===== src/rtl/sal_pkg.sv =====
package sal_pkg;
  typedef enum logic [2:0] {
    S_IDLE = 3'd0,
    S_CMD  = 3'd1,
    S_FILL = 3'd2,
    S_RDX  = 3'd3,
    S_WRX  = 3'd4
  } sal_state_e;
endpackage


===== src/rtl/sal_geom.sv =====
module sal_geom #(
  parameter int OFF_W   = 24,
  parameter int LEN_W   = 16,
  parameter int LBN_W   = 12,
  parameter int SECT_LG = 9,
  parameter int BLK_LG  = 11,
  localparam int SW     = OFF_W + 1 - SECT_LG
) (
  input  logic               optical,
  input  logic [OFF_W-1:0]   offset,
  input  logic [LBN_W-1:0]   lbn,
  input  logic [LEN_W-1:0]   len,
  output logic [OFF_W-1:0]   start,
  output logic [OFF_W:0]     stop,
  output logic [SW-1:0]      first_sec,
  output logic [SW-1:0]      last_sec,
  output logic               first_partial
);
  logic [OFF_W:0] stop_m1;

  always_comb begin
    start         = optical ? (OFF_W'(lbn) << BLK_LG) : offset;
    stop          = {1'b0, start} + (OFF_W+1)'(len);
    stop_m1       = stop - (OFF_W+1)'(1);
    first_sec     = SW'({1'b0, start} >> SECT_LG);
    last_sec      = SW'(stop_m1 >> SECT_LG);
    first_partial = (start[SECT_LG-1:0] != '0) ||
                    ((first_sec == last_sec) && (stop[SECT_LG-1:0] != '0));
  end
endmodule


===== src/rtl/sal_secbuf.sv =====
module sal_secbuf #(
  parameter int SECT_LG = 9,
  localparam int DEPTH  = 1 << SECT_LG
) (
  input  logic               clk,
  input  logic               wr_en,
  input  logic [SECT_LG-1:0] wr_addr,
  input  logic [7:0]         wr_data,
  input  logic [SECT_LG-1:0] rd_addr,
  output logic [7:0]         rd_data
);
  logic [7:0] mem [DEPTH];

  always_ff @(posedge clk) begin
    if (wr_en) begin
      mem[wr_addr] <= wr_data;
    end
  end

  assign rd_data = mem[rd_addr];
endmodule


===== src/rtl/sector_dma_aligner.sv =====
module sector_dma_aligner #(
  parameter int OFF_W   = 24,
  parameter int LEN_W   = 16,
  parameter int LBN_W   = 12,
  parameter int SECT_LG = 9,
  parameter int BLK_LG  = 11,
  localparam int SW     = OFF_W + 1 - SECT_LG
) (
  input  logic             clk,
  input  logic             rst_n,
  input  logic             run,
  input  logic             req_valid,
  input  logic             req_write,
  input  logic             req_optical,
  input  logic [OFF_W-1:0] req_offset,
  input  logic [LBN_W-1:0] req_lbn,
  input  logic [LEN_W-1:0] req_len,
  output logic             busy,
  output logic             dev_ready,
  output logic             irq,
  output logic             err,
  output logic             dma_out_valid,
  output logic [7:0]       dma_out_data,
  input  logic             dma_in_valid,
  input  logic [7:0]       dma_in_data,
  output logic             dma_in_ready,
  output logic             cmd_valid,
  output logic             cmd_write,
  output logic [SW-1:0]    cmd_sector,
  input  logic             cmd_ready,
  input  logic             st_rvalid,
  input  logic [7:0]       st_rdata,
  output logic             st_rready,
  output logic             st_wvalid,
  output logic [7:0]       st_wdata,
  input  logic             st_wready,
  input  logic             st_err
);
  import sal_pkg::*;

  // reset: asserted asynchronously, released on a clock edge
  logic rst_meta, rst_s;
  always_ff @(posedge clk or negedge rst_n) begin
    if (!rst_n) begin
      rst_meta <= 1'b0;
      rst_s    <= 1'b0;
    end else begin
      rst_meta <= 1'b1;
      rst_s    <= rst_meta;
    end
  end

  sal_state_e         state_q, state_d;
  logic [SW-1:0]      cur_q, cur_d, last_q, last_d;
  logic [SECT_LG-1:0] idx_q, idx_d;
  logic [OFF_W-1:0]   start_q, start_d;
  logic [OFF_W:0]     stop_q, stop_d;
  logic [LEN_W-1:0]   remain_q, remain_d, bidx_q, bidx_d;
  logic               wrph_q, wrph_d, iswr_q, iswr_d;
  logic               irq_q, irq_d, err_q, err_d, rdy_q, rdy_d;

  logic [OFF_W-1:0] g_start;
  logic [OFF_W:0]   g_stop;
  logic [SW-1:0]    g_first, g_last;
  logic             g_part;

  sal_geom #(.OFF_W(OFF_W), .LEN_W(LEN_W), .LBN_W(LBN_W),
             .SECT_LG(SECT_LG), .BLK_LG(BLK_LG)) u_geom (
    .optical(req_optical), .offset(req_offset), .lbn(req_lbn), .len(req_len),
    .start(g_start), .stop(g_stop), .first_sec(g_first), .last_sec(g_last),
    .first_partial(g_part)
  );

  // datapath decode for the current byte slot
  logic [OFF_W:0] pos;
  logic           in_rng, idx_last, rbeat, wbeat, beat, moved, buf_we;
  logic [SW-1:0]  cur_nx;
  logic [7:0]     buf_rd;

  assign pos      = {cur_q, idx_q};
  assign in_rng   = (pos >= {1'b0, start_q}) && (pos < stop_q);
  assign idx_last = (idx_q == '1);
  assign cur_nx   = cur_q + SW'(1);

  assign cmd_valid  = run && (state_q == S_CMD);
  assign cmd_write  = wrph_q;
  assign cmd_sector = cur_q;

  assign st_rready     = run && ((state_q == S_FILL) || (state_q == S_RDX));
  assign rbeat         = st_rready && st_rvalid;
  assign dma_out_valid = rbeat && (state_q == S_RDX) && in_rng;
  assign dma_out_data  = st_rdata;

  assign st_wvalid    = run && (state_q == S_WRX) && (in_rng ? dma_in_valid : 1'b1);
  assign st_wdata     = in_rng ? dma_in_data : buf_rd;
  assign dma_in_ready = run && (state_q == S_WRX) && in_rng && st_wready;
  assign wbeat        = st_wvalid && st_wready;

  assign beat   = rbeat || wbeat;
  assign moved  = beat && in_rng && (state_q != S_FILL);
  assign buf_we = rbeat && (state_q == S_FILL);

  sal_secbuf #(.SECT_LG(SECT_LG)) u_buf (
    .clk(clk), .wr_en(buf_we), .wr_addr(idx_q), .wr_data(st_rdata),
    .rd_addr(idx_q), .rd_data(buf_rd)
  );

  always_comb begin
    state_d  = state_q;
    cur_d    = cur_q;
    last_d   = last_q;
    idx_d    = idx_q;
    start_d  = start_q;
    stop_d   = stop_q;
    remain_d = remain_q;
    bidx_d   = bidx_q;
    wrph_d   = wrph_q;
    iswr_d   = iswr_q;
    irq_d    = 1'b0;
    err_d    = err_q;
    rdy_d    = rdy_q;
    case (state_q)
      S_IDLE: begin
        if (req_valid) begin
          err_d    = 1'b0;
          remain_d = req_len;
          bidx_d   = '0;
          iswr_d   = req_write;
          start_d  = g_start;
          stop_d   = g_stop;
          cur_d    = g_first;
          last_d   = g_last;
          if (req_len == '0) begin
            irq_d = 1'b1;
            rdy_d = 1'b1;
          end else begin
            rdy_d   = 1'b0;
            state_d = S_CMD;
            wrph_d  = req_write && !g_part;
          end
        end
      end
      S_CMD: begin
        if (cmd_valid && cmd_ready) begin
          idx_d   = '0;
          state_d = !iswr_q ? S_RDX : (wrph_q ? S_WRX : S_FILL);
        end
      end
      S_FILL: begin
        if (rbeat) begin
          idx_d = idx_q + SECT_LG'(1);
          if (idx_last) begin
            state_d = S_CMD;
            wrph_d  = 1'b1;
          end
        end
      end
      default: begin
        if (beat) begin
          idx_d = idx_q + SECT_LG'(1);
          if (moved) begin
            remain_d = remain_q - LEN_W'(1);
            bidx_d   = bidx_q + LEN_W'(1);
          end
          if (idx_last) begin
            if (cur_q == last_q) begin
              state_d = S_IDLE;
              irq_d   = 1'b1;
              rdy_d   = 1'b1;
            end else begin
              cur_d   = cur_nx;
              state_d = S_CMD;
              wrph_d  = iswr_q &&
                        !((cur_nx == last_q) && (stop_q[SECT_LG-1:0] != '0));
            end
          end
        end
      end
    endcase
    if ((state_q != S_IDLE) && st_err) begin
      state_d = S_IDLE;
      err_d   = 1'b1;
      irq_d   = 1'b1;
      rdy_d   = 1'b1;
    end
  end

  always_ff @(posedge clk or negedge rst_s) begin
    if (!rst_s) begin
      state_q  <= S_IDLE;
      cur_q    <= '0;
      last_q   <= '0;
      idx_q    <= '0;
      start_q  <= '0;
      stop_q   <= '0;
      remain_q <= '0;
      bidx_q   <= '0;
      wrph_q   <= 1'b0;
      iswr_q   <= 1'b0;
      irq_q    <= 1'b0;
      err_q    <= 1'b0;
      rdy_q    <= 1'b1;
    end else begin
      state_q  <= state_d;
      cur_q    <= cur_d;
      last_q   <= last_d;
      idx_q    <= idx_d;
      start_q  <= start_d;
      stop_q   <= stop_d;
      remain_q <= remain_d;
      bidx_q   <= bidx_d;
      wrph_q   <= wrph_d;
      iswr_q   <= iswr_d;
      irq_q    <= irq_d;
      err_q    <= err_d;
      rdy_q    <= rdy_d;
    end
  end

  assign busy      = (state_q != S_IDLE);
  assign dev_ready = rdy_q;
  assign irq       = irq_q;
  assign err       = err_q;
endmodule


===== config.mk =====
export PLATFORM = sky130hd
export DESIGN_NAME = sector_dma_aligner
export DESIGN_NICKNAME = d
export VERILOG_FILES = /design/src/rtl/sal_pkg.sv /design/src/rtl/sal_geom.sv /design/src/rtl/sal_secbuf.sv /design/src/rtl/sector_dma_aligner.sv
export SDC_FILE = /design/constraint.sdc
export NUM_CORES = 2
export LEC_CHECK = 0
export BUFFER_PORTS_ARGS = -buffer_cell sky130_fd_sc_hd__buf_2
export CORE_UTILIZATION = 50
export DETAILED_ROUTE_END_ITERATION = 6
export HOLD_SLACK_MARGIN = 0.15
export PLACE_DENSITY = 0.65
export SETUP_SLACK_MARGIN = 0.5
export SYNTH_ARGS = -nofsm -noshare
export SYNTH_HDL_FRONTEND = slang
export SYNTH_SLANG_ARGS = --single-unit

===== constraint.sdc =====
create_clock -name clk -period 7.72 [get_ports clk]
set_input_delay 1.158 -clock clk [delete_from_list [all_inputs] [get_ports clk]]
set_output_delay 1.158 -clock clk [all_outputs]
set_load 0.01 [all_outputs]

[Word-level counts from Yosys, hierarchy flattened]
Memories as Yosys holds them, arrays and structs flattened.
Cells that the tools add are included.
Word-level totals
  register bits: 100
  RAM bits: 4096
  logic and storage cells: 142
  memories: 1
Operators by class
  add/subtract/negate cells: 4
  magnitude comparators: 2
  eq/ne operators: 21
  multiplexer cells: 50
  bitwise logic cells: 3
  reductions and logical operators: 48
Memories
  u_buf.mem: words 512, width 8, read ports 1, clocked after Yosys merged registers in 0, wr ports 1, line sal_secbuf.sv:12  | logic [7:0] mem [DEPTH];
Operator list (number)
  16-bit 2-to-1 mux: 4
  16-bit == test: 2
  16-bit case mux with 2 select lines: 1
  3-bit 2-to-1 mux: 10
  9-bit 2-to-1 mux: 3
  9-bit case mux with 3 select lines: 1
  9-bit nonzero test: 3
  24-bit by 16-bit adder with 25-bit output: 1
  25-bit by 24-bit >= comparator with 1-bit output: 1
  25-bit < comparator: 1
  1-bit 2-to-1 mux: 25
  25-bit by 1-bit subtractor with 25-bit output, second input constant: 1
  24-bit 2-to-1 mux: 1
  1-bit logical AND: 18
  3-bit nonzero test: 6
  16-bit by 1-bit adder with 16-bit output, second input constant: 1
  15-bit by 16-bit == test with 1-bit output: 1
  16-bit logical NOT: 1
  5-bit AND reduction: 2
  9-bit by 1-bit adder with 9-bit output, second input constant: 1
  9-bit == test, second input constant: 1
  3-bit by 2-bit inequality test with 1-bit output, second input constant: 3
  3-bit case mux with 3 select lines: 1
  8-bit 2-to-1 mux: 1
  21 further kinds: 38

[Longest topological paths before layout]
  depth in word-level cells: 11
  depth in mapped cells: 18
  mapped depth without buffers: 13

[Cells and area by module]
From an unflattened synthesis, not the netlist that was laid out.
Unflattened totals
  cells, all modules: 9074
  area total of the unflattened synthesis: 168200.1 sq um
By module, submodules not included
  sal_secbuf: times used 1, cells each 8022, area each 159767.0 sq um, sequential area each 122998.0 sq um
  sector_dma_aligner: times used 1, cells each 763, area each 6333.6 sq um, sequential area each 2503.7 sq um
  sal_geom: times used 1, cells each 289, area each 2099.5 sq um, sequential area each 0.0 sq um

[Worst setup path before layout]
No wires, ideal clock.
  path kind: input port to flip-flop
  start point: input port req_optical
  end point: register last_q[15]
  setup time: 0.104 ns
  arrival: 5.840 ns
  setup slack: 1.776 ns
  cell stages on the path: 16
  cells stage by stage: clkbuf_1 clkbuf_1 clkbuf_1 nor2b_1 ha_1 fa_1 a211oi_1 o211ai_1 a21o_1 xnor2_1 or4b_1 buf_2 nor4b_4 nand4_4 or3_1 o311ai_1
Between the ends
  longest elaborated chain between the ends: 3
RTL lines
  start: declaration: line sector_dma_aligner.sv:14  | input logic req_optical,
  24-bit 2-to-1 mux: line sal_geom.sv:22  | start = optical ? (OFF_W'(lbn) << BLK_LG) : offset;
  via g_start[0]: line sector_dma_aligner.sv:62  | logic [OFF_W-1:0] g_start;
  24-bit by 16-bit adder with 25-bit output: line sal_geom.sv:23  | stop = {1'b0, start} + (OFF_W+1)'(len);
  25-bit by 1-bit subtractor with 25-bit output: line sal_geom.sv:24  | stop_m1 = stop - (OFF_W+1)'(1);
  end signal: assignment: line sector_dma_aligner.sv:206  | last_q <= last_d;
  end: declaration: line sector_dma_aligner.sv:54  | logic [SW-1:0] cur_q, cur_d, last_q, last_d;
The timed path passes the listed nets, and every way through them passes these cells.
A chain may end at the register's enable or synchronous reset.

[Final worst setup path]
  start point: register idx_q[1]
  end point: output port st_wdata[6]
Between the ends
  longest elaborated chain between the ends: 3
  elaborated cells on any way between the ends: 5
RTL lines
  start: declaration: line sector_dma_aligner.sv:55  | logic [SECT_LG-1:0] idx_q, idx_d;
  start signal: assignment: line sector_dma_aligner.sv:207  | idx_q <= idx_d;
  parallel branches: the longest is 2 deep, another holds memory 512 x 8 bit
  8-bit 2-to-1 mux *: line sector_dma_aligner.sv:95  | assign st_wdata = in_rng ? dma_in_data : buf_rd;
  end: declaration: line sector_dma_aligner.sv:35  | output logic [7:0] st_wdata,
Mark *: on every way between the ends.

==> run metrics <==
status=completed; sequential cell area=126,000 um^2; critical path class=reg -> out; Synth cell types=between 80 and 90; Net count, final=slightly above 8,000; port buffer count=120; cells on worst reg2reg path=14; slew of the pin with the lowest slew margin=1.43 ns; Seq/Total Area, Yosys=0.756; CTS Root Buffer Type=clkbuf_16; syn nets=~7,800; gr usage total=0.254; Multi-input gate area=38,600 um^2; H-tree Lvls=5; Peak VDD IR=approximately 0.00023 V; asr flop ratio synth=0.0238; final antenna-violating net count=0; Final Hold Fails=0; via count=around 81,000; clk_lat worst skew=just under 1 ns; slowest cell on the critical path=dfrtp_4; CTS sink count=4,196; Routed WL=~420,000 um; GR Overflow Total=0; Critical path buffers and inverters=2; Design Area, Final=between 150,000 and 200,000 um^2; Rel. slew slack=0.0462; Die Ht=578 um; number of global-route vias before repair=roughly 81,000; Vias/cell=about 6.4; top cells by area, synth=edfxtp_1, mux4_2, dfrtp_1; Mapped Cells=around 7,700; largest net degree at the start of global routing=230; Initial Util=0.503; Pleak=between 50 and 60 nW; drt wl/cell=roughly 33 um; detailed placer's ending HPWL=between 200,000 and 300,000 um; die area=between 300,000 and 400,000 um^2; Crit Path Max Fanout=approximately 120; RR Endpoint=state_q[2]; total of max-cap violations=0; R2R Setup Slk=2.93 ns; Post-Syn Area per Cell=approximately 22 um^2; Startpoint Class=register; IO Pins=121; DIE WIDTH=578 um; area growth from synthesis to layout=12.3%; CTS Buf Count=422; core area=330,000 um^2; Setup crit end kind=primary output; Top delay family on crit path=multiplexers; YS warnings=0; Post-synth top cells=edfxtp_1, mux4_2, nor2_1; RSZ-0062 raised after global routing=no; EDFF count, synth=a little over 4,000; critical path arrival=~6 ns; placed cell areas=roughly 170,000 um^2; initial antenna violation count=26; CTS tree=built; Clock Skew=0.0680 ns; layout cells sized above 1=0.277; Yosys top cell by area=edfxtp_1; Top cell by count, worst path=mux4_2; first-pass GRT wire length=between 600,000 and 700,000 um; Worst R2R Start=idx_q[0]; Power Density=roughly 320 nW/um^2; fin crit period=7.33 ns; DRC violations left=0; share of the synthesized area in the top cell type=0.741; Slew Viols, Final=0; most frequent cell after synthesis=edfxtp_1; CTS clock-pin slew for the worst setup and hold paths=around 0.06 ns; 1st-iter DRT viols=roughly 11,000; row cnt=211; gpl congestion=0.876; flops & latches, synth=about 4,200; final clock period utilization by the worst path=0.950; Setup Viol. Count Final=0; Synth Cell Area=approximately 170,000 um^2; final setup TNS=0 ns; CP required=about 6.6 ns; Top FF cell, synth=edfxtp_1; f_max=136 MHz; crit path cell chain=buf_12 > mux4_2 > mux4_2 > mux4_2 > a22o_1 > nor4_2 > a21oi_1 > buf_2; FILL cells=23,900; Worst Hold Class=reg -> async; drt first pass iters=6; instance count on the critical path=8; CP max stage delay=roughly 0.96 ns; deepest clock path buffer count=4
[timing repair]
action | in CTS | in global routing
endpoints found under the hold margin | 2 | 0
setup endpoints to repair | 1 | 1
setup buffers | 5 | 1
hold buffers | 1 | 0
resized for setup | 1 | 0
[worst max-delay path by stage]
stage	from	to	slack, ns
after floorplan	req_optical	last_q[15]	1.78
after global placement	idx_q[0]	st_wdata[6]	0.75
after detailed placement	idx_q[0]	st_wdata[6]	0.81
after CTS	idx_q[1]	st_wdata[6]	0.58
after global routing	idx_q[1]	st_wdata[6]	0.50
final	idx_q[1]	st_wdata[6]	0.39
[stage by stage]
step	util	cells	worst slack (ns)	total power [W]	hold WS (ns)
after floorplan	-	7656	1.78	0.0340	0.331
after global routing	0.564	12700	0.502	0.0605	0.201
after global placement	0.523	11900	0.746	0.0388	0.177
final	0.564	12700	0.388	0.0588	0.177
after detailed placement	0.523	11900	0.813	0.0389	0.179
after CTS	0.564	12700	0.584	0.0590	0.185
[sequential cells by signal, summed over array words and instances (netlist names)]
register and flops:
cmd_sector 16, cmd_write 1, dev_ready 1, err 1, idx_q 9, irq 1
iswr_q 1, last_q 16, rst_meta 1, rst_s 1, start_q 24, state_q 3
stop_q 25, u_buf.mem 4096
[worst register-to-register path, cell delays in order (launching register included)]
cell	delay [ns]
dfrtp_4	0.48
buf_12	0.18
buf_4	0.45
buf_4	0.41
inv_1	0.23
ha_1	0.33
nand2_1	0.04
or4_1	0.39
a31oi_1	0.22
nor4bb_1	0.10
nor2_1	0.17
a21oi_1	0.23
nor2_1	0.80
o21ai_0	0.33
mux2_2	0.35
[where the power goes]
group / internal, W / switching [W] / total, W
logic: 0.00565 / 0.00724 / 0.0129
registers: 0.0252 / 0.000416 / 0.0256
clock network: 0.0117 / 0.00856 / 0.0203
[cells by family after synthesis]
logic type                 count (synthesis)  synth area share
xor gates and xnor gates                  49           0.00275
and+or+nand+nor                         1081            0.0278
buffers and inverters                    530            0.0124
other                                      1         0.0000226
muxes                                   1355             0.181
adders and majority gates                 70           0.00532
AOI/OAI and AO/OA                        374            0.0147
DFF                                     4196             0.756
[cell usage in the layout, fill, tap and decap left out, types with 18 or more instances in the layout]
cell type and instances:
buf_2 113, xor2_1 18, a21o_1 22, buf_4 148
nand3_1 65, edfxtp_1 4096, inv_1 73, clkinv_1 85
a21oi_1 78, nor2_1 593, nor3_1 24, clkbuf_16 428
nand4_1 26, buf_12 53, mux2i_1 31, nand2_1 235
o21ai_0 105, clkbuf_1 101, a22oi_1 20, clkinv_2 82
mux4_2 1313, ha_1 69, bufinv_16 44, xnor2_1 29
dfrtp_1 91
[per-layer routing]
layer	GRT usage	routed length, um
met1	0.365	166000
met2	0.395	200000
met3	0.0487	41200
met4	0.0829	15200
met5	0	36
[area by class of cell]
class / count / area share
sequential: 4196 / 0.673
multi-input combinational: 2930 / 0.207
clock buffer: 534 / 0.0599
tap: 4366 / 0.0293
timing repair buffer: 323 / 0.0154
clock inverter: 245 / 0.0134
inverter: 76 / 0.00156
antenna: 6 / 0.0000806
(Power assumes the default switching activity.)
